==> src/rtl/scaled_add_pkg.sv <==
package scaled_add_pkg;
  typedef struct packed {
    logic load;
    logic clear;
  } ctrl_strobes_t;
endpackage

==> src/rtl/scaled_add_ctrl.sv <==
module scaled_add_ctrl
  import scaled_add_pkg::*;
(
  input  logic          clk,
  input  logic          rstN,
  input  logic          inValid,
  output logic          inReady,
  output logic          outValid,
  input  logic          outReady,
  output ctrl_strobes_t strobes
);
  logic fullQ;

  assign inReady       = !fullQ || outReady;
  assign strobes.load  = inValid && inReady;
  assign strobes.clear = fullQ && outReady && !strobes.load;

  always_ff @(posedge clk or negedge rstN) begin
    if (!rstN) begin
      fullQ <= 1'b0;
    end else if (strobes.load) begin
      fullQ <= 1'b1;
    end else if (strobes.clear) begin
      fullQ <= 1'b0;
    end
  end

  assign outValid = fullQ;
endmodule

==> src/rtl/scaled_add_dp.sv <==
module scaled_add_dp
  import scaled_add_pkg::*;
#(
  parameter int DATA_W  = 64,
  parameter int WORD_W  = 32,
  parameter int SHIFT_W = 2
) (
  input  logic               clk,
  input  logic               rstN,
  input  ctrl_strobes_t      strobes,
  input  logic               opWord,
  input  logic [SHIFT_W-1:0] shiftCode,
  input  logic [DATA_W-1:0]  base,
  input  logic [DATA_W-1:0]  index,
  output logic [DATA_W-1:0]  result
);
  localparam int AMT_W = SHIFT_W + 1;

  logic [DATA_W-1:0] indexSel;
  logic [AMT_W-1:0]  shiftAmt;
  logic [DATA_W-1:0] shifted;
  logic [DATA_W-1:0] sum;
  logic [DATA_W-1:0] resultQ;

  // Zero-extend the low word in word form; never replicate bit WORD_W-1.
  always_comb begin
    indexSel = index;
    if (opWord) indexSel = {{(DATA_W-WORD_W){1'b0}}, index[WORD_W-1:0]};
  end

  assign shiftAmt = AMT_W'(shiftCode) + AMT_W'(1);
  assign shifted  = indexSel << shiftAmt;
  assign sum      = shifted + base;

  always_ff @(posedge clk or negedge rstN) begin
    if (!rstN) begin
      resultQ <= '0;
    end else if (strobes.load) begin
      resultQ <= sum;
    end
  end

  assign result = resultQ;
endmodule

==> src/rtl/scaled_add_unit.sv <==
module scaled_add_unit
  import scaled_add_pkg::*;
#(
  parameter int DATA_W  = 64,
  parameter int WORD_W  = 32,
  parameter int SHIFT_W = 2
) (
  input  logic               clk,
  input  logic               rstN,
  input  logic               inValid,
  output logic               inReady,
  input  logic               inOpWord,
  input  logic [SHIFT_W-1:0] inShiftCode,
  input  logic [DATA_W-1:0]  inBase,
  input  logic [DATA_W-1:0]  inIndex,
  output logic               outValid,
  input  logic               outReady,
  output logic [DATA_W-1:0]  outResult
);
  ctrl_strobes_t strobes;

  scaled_add_ctrl u_ctrl (
    .clk(clk), .rstN(rstN), .inValid(inValid), .inReady(inReady),
    .outValid(outValid), .outReady(outReady), .strobes(strobes)
  );

  scaled_add_dp #(.DATA_W(DATA_W), .WORD_W(WORD_W), .SHIFT_W(SHIFT_W)) u_dp (
    .clk(clk), .rstN(rstN), .strobes(strobes), .opWord(inOpWord),
    .shiftCode(inShiftCode), .base(inBase), .index(inIndex), .result(outResult)
  );
endmodule

==> config.mk <==
export PLATFORM = sky130hd
export DESIGN_NAME = scaled_add_unit
export DESIGN_NICKNAME = d
export VERILOG_FILES = /design/src/rtl/scaled_add_pkg.sv /design/src/rtl/scaled_add_ctrl.sv /design/src/rtl/scaled_add_dp.sv /design/src/rtl/scaled_add_unit.sv
export SDC_FILE = /design/constraint.sdc
export NUM_CORES = 1
export LEC_CHECK = 0
export BUFFER_PORTS_ARGS = -buffer_cell sky130_fd_sc_hd__buf_2
export CORE_MARGIN = 1
export CORE_UTILIZATION = 56
export DETAILED_ROUTE_END_ITERATION = 6
export GPL_ROUTABILITY_DRIVEN = 0
export GPL_TIMING_DRIVEN = 0
export PLACE_DENSITY = 0.83
export SETUP_SLACK_MARGIN = 0.1
export SYNTH_ARGS = -nofsm -noshare
export SYNTH_HDL_FRONTEND = slang
export SYNTH_SLANG_ARGS = --single-unit
==> constraint.sdc <==
create_clock -name clk -period 1.7 [get_ports clk]
set_clock_uncertainty 0.2 [all_clocks]
set_input_delay 0.34 -clock clk [delete_from_list [all_inputs] [get_ports clk]]
set_output_delay 0.34 -clock clk [all_outputs]
set_load 0.01 [all_outputs]
# == Yosys cells after proc, flatten, opt, wreduce, memory -nomap -nowiden ==
# Cells that the tools add are included.
# word_totals
in_bits,135
register_bits,65
romBits,0
ramBits,0
memories,0
latch_bits,0
# classes
div_mod_pow,0
n_mux,3
n_reduce_logical,7
shifts,1
addsub,2
mul,0
eq_ne,0
n_lt_le_gt_ge,0
bitwise,0
# op_table
op,count
$add A64 B64 Y64,1
$mux W64,1
$shl A64 B3 Y64,1
$add A2 B1 Y3 const B,1
$logic_and A1 B1 Y1,3
$logic_not A1 Y1,2
$mux W1,2
$reduce_bool A2 Y1,1
$logic_or A1 B1 Y1,1

# == Longest topological paths before layout ==
# depth
ltp_word,7
ltp_mapped,22

# == Cells and area by module ==
# From an unflattened synthesis, not the netlist that was laid out.
# unflattened
hier_cells,1014
hier_area_um2,8559.5
# by_module_without_submodules
mod,cells_each,instances,seq_area_each_um2,area_per_inst_um2
scaled_add_dp,1008,1,1601.5,8498.2
scaled_add_ctrl,6,1,25.0,61.3

# == Worst setup path after synthesis ==
# OpenSTA, ideal clock, no wires.
# synth_path
path_kind,input port to flip-flop
startpoint,in inShiftCode[0]
endpoint,reg u_dp.resultQ[60] (netlist: u_dp.result[60])
t_required_ps,1373
arrival_time_ps,4503
path_buffers,4
path_stages,19
setup_slack_ps,-3130
setup_ps,127
cell_sequence,ha_1 clkbuf_1 buf_1 clkbuf_1 clkbuf_1 nor2_1 a22oi_1 nor2_1 ha_1 a21o_1 a221oi_2 o21ai_4 a21oi_2 o41a_1 o32ai_4 a21oi_2 o211ai_4 a311o_1 nand3_1
# synth_via
elab_chain_cells,3
# synth_lines
element,line,source
"start, declared",scaled_add_unit.sv:13,"input logic [SHIFT_W-1:0] inShiftCode,"
$add A2 B1 Y3,scaled_add_dp.sv:31,assign shiftAmt = AMT_W'(shiftCode) + AMT_W'(1);
$shl A64 B3 Y64,scaled_add_dp.sv:32,assign shifted = indexSel << shiftAmt;
$add A64 B64 Y64,scaled_add_dp.sv:33,assign sum = shifted + base;
"end signal, assigned",scaled_add_dp.sv:39,resultQ <= sum;
"end, declared",scaled_add_dp.sv:23,logic [DATA_W-1:0] resultQ;
# No other way between the ends.
# A chain may end at the register's enable or synchronous reset.

# == Worst setup path after layout ==
# layout_path
startpoint,in inShiftCode[0]
endpoint,reg u_dp.resultQ[53] (netlist: u_dp.result[53])
# The elaborated chain is that of the path after synthesis.

==> flow_summary.ini <==
[floorplan]
dieArea_sq_mm = 0.0155
coreArea_sq_mm = 0.0146
die_h_um = 124
ioPinCount = 201
rows = 44
start_util = 0.575
die_w_um = 124

[timing]
setup_viol = 64
setup_slack_ns = -2.69
hold_slack_ns = 0.0196
period_needed_ns = 4.39
final_hold_viol_count = 0
drv_slew = 0
grt_setup_unrepaired = yes
worst_pin_slew_ns = 0.674
slew_headroom = 0.551
finalCritPeriodShare = 2.58
fmax_mhz = 228

[worst_setup_path]
crit_path_max_incr_delay_ns = 0.53
endpoint_kind = flop
crit_required_ns = 1.70
cp.arrival_ns = 4.39
path_class = input pin to flop
critPathLaunchType = input pin
crit_fanout = 6
crit_chain = buf_8, ha_4, clkbuf_16, clkbuf_16, mux2_4, mux4_2, ha_4, buf_6, a21o_1, a31oi_4, a211oi_2, or3_4, o211ai_1, nand2_1, a31o_4, a211oi_2, xor2_1, o21ai_1
r2r_slack_ns = -0.50
slowest_stage = mux4_2

[synth]
synth_top_family_by_area = compound AO/OA/AOI/OAI gates
synth_top_area_frac = 0.194
synth.mux.area_fraction = 0.166
synth.net_count = 1254
synth_fa_ha_area_frac = 0.0993
synthXorXnorAreaFrac = 0.0595
post-synth-top-area-cell = dfrtp_1
avgSynthCellArea_sq_um = 7.97
synth-main-ff-cell = dfrtp_1
synth.most_common_cell = nand2_1
synth_simple_gate_area_frac = 0.175
yosys.cell_types.count = 65
yosysWarnings = 0
ys_seq_area_frac = 0.194
synthCells = 1053
yosys-top-cells-area = dfrtp_1, ha_1, mux4_2, nand2_1, o21ai_0
syn-cell-area_sq_mm = 0.00839
synth-compound-area-share = 0.268
async_flop_share = 1.00
yosys-top-cells-count = nand2_1, o21ai_0, a21oi_1, nor2_1
synth-edff-count = 0
ys_ff_latch = 65

[clock_network]
worstSkewPairLatency_ns = 0.33
clk_pin_slew_ns = 0.05
ctsHtreeMaxLevel = 3
cts_buffers = 9
cts_tree = done
clock_sinks = 65
cts-root-buf = clkbuf_16
cts_buffer_depth = 2

[power]
p_per_area_mw_per_mm2 = 953
p_leak_nw = 5.55
ir_drop_mv = 0.578

[routing]
vias = 10800
vias_per_cell = 7.09
drc = 1
drt_iter0_drc = 1600
avgRoutedWirePerCell_um = 24.1
drt_first_pass_iters = 7
ant_nets = 0
wl_um = 36800

[global_routing]
grt_max_degree = 66
antenna_found_initial = 1
grt_usage = 0.378
grt_pass1_vias = 9071
grt_pass1_wl_um = 46900
overflow = 0

[run_status]
outcome = finished with violations
violations = DRC, setup timing

[placed_design]
dp_hpwl_um = 21900
io_buffers = 199
place_ws_ns = -3.02

[final_layout]
num-nets-final = 1539
drive_gt1_frac = 0.412
area_growth_pct = 44.7

[min_path]
min-delay-path-class = input pin to flop

[run]
timing.max_cap.violations = 0
==> cell families (layout without fill, tap and decap cells) <==
kind of cell    after synthesis  in the layout
buf+inv                      86            376
compound gates              348            348
other cells                   0              1
simple gates                331            331
flops                        65             65
xor+xnor                     57             57
mux                         100            100
fa+ha+maj                    66             66
==> critical path, delay by kind of cell <==
family / cells / cell delay (ns)
adder cells (fa/ha/maj): 2 / 0.54
buffers and inverters: 4 / 0.54
AND/OR/NAND/NOR: 2 / 0.53
multiplexers: 2 / 0.85
XOR/XNOR: 1 / 0.21
AO/OA/AOI/OAI: 7 / 1.37
==> metal layers <==
metal | up-vias | track usage | share of wire
met5 | - | 0 | 0
met4 | 0 | 0.146 | 0.082
met3 | 344 | 0.0442 | 0.13
met2 | 1075 | 0.613 | 0.44
met1 | 4950 | 0.515 | 0.35
li1 | 4472 | - | -
==> where the power goes <==
| part | switching (mW) | internal, mW | leakage, nW | total, mW |
|---|---|---|---|---|
| Clock | 0.647 | 1.17 | 0.144 | 1.82 |
| Combinational | 4.23 | 3.20 | 4.60 | 7.43 |
| Sequential | 0.302 | 2.03 | 0.798 | 2.33 |
| Total | 5.18 | 6.40 | 5.55 | 11.6 |
==> placed cells by master (no fill, tap or decap), types with 15 or more instances in the layout <==
cell type  count
a21o_1        39
a21oi_1       63
a21oi_2       17
buf_2        199
buf_4         65
buf_6         16
clkbuf_1      34
clkbuf_16     19
dfrtp_1       65
ha_1          46
mux2_4        20
mux2i_1       33
mux4_2        28
nand2_1      138
nand4_1       25
nor2_1        71
o21ai_0       37
o21ai_1       49
o21ai_2       15
o21bai_1      15
xnor2_1       19
xor2_1        17
==> area by class of cell <==
cell class,count,area [sq um]
Tap cell,184,230
Buffer,70,602
Timing Repair Buffer,277,1700
Fill cell,797,2440
Sequential cell,65,1630
Multi-Input combinational cell,902,7640
Antenna cell,1,2.50
Inverter,13,52.6
Clock buffer,13,250
Clock inverter,3,40.0
==> path summary, 6_finish.rpt <==
kind,start,to,cells after the start
worst max register to register,u_ctrl.outValid$_DFFE_PN0P_,u_dp.result[7]$_DFFE_PN0P_,6
worst min register to register,u_dp.result[15]$_DFFE_PN0P_,u_dp.result[15]$_DFFE_PN0P_,2
worst max-delay path,inShiftCode[0],u_dp.result[53]$_DFFE_PN0P_,18
min in group asynchronous,rstN,u_dp.result[63]$_DFFE_PN0P_,2
worst min-delay path,inValid,u_ctrl.outValid$_DFFE_PN0P_,2
max in group asynchronous,rstN,u_dp.result[30]$_DFFE_PN0P_,2
==> sequential cells by signal, indices dropped and copies added, names as in the netlist <==
signal and count:
u_dp.result 64, u_ctrl.outValid 1
==> through the flow <==
step	cells	power, mW	TNS (ns)	utilization	instance area (sq um)
after global placement	1436	7.44	-167.78	0.688	10000
after global routing	1528	12.0	-142.27	0.832	12100
after floorplan	1053	5.92	-118.29	-	8810
after detailed placement	1436	7.57	-161.59	0.688	10000
final	1528	11.6	-137.77	0.832	12100
after CTS	1494	10.2	-121.45	0.781	11400
==> what timing repair did <==
item / in CTS / in global routing
pin swaps: 55 / 59
hold buffers: 1 / 0
resized for setup: 169 / 127
cloned: 3 / 1
endpoints found under the hold margin: 65 / 0
buffers inserted: 39 / 34
setup endpoints to repair: 64 / 65
Note: power is estimated with default switching activity, not from simulation.
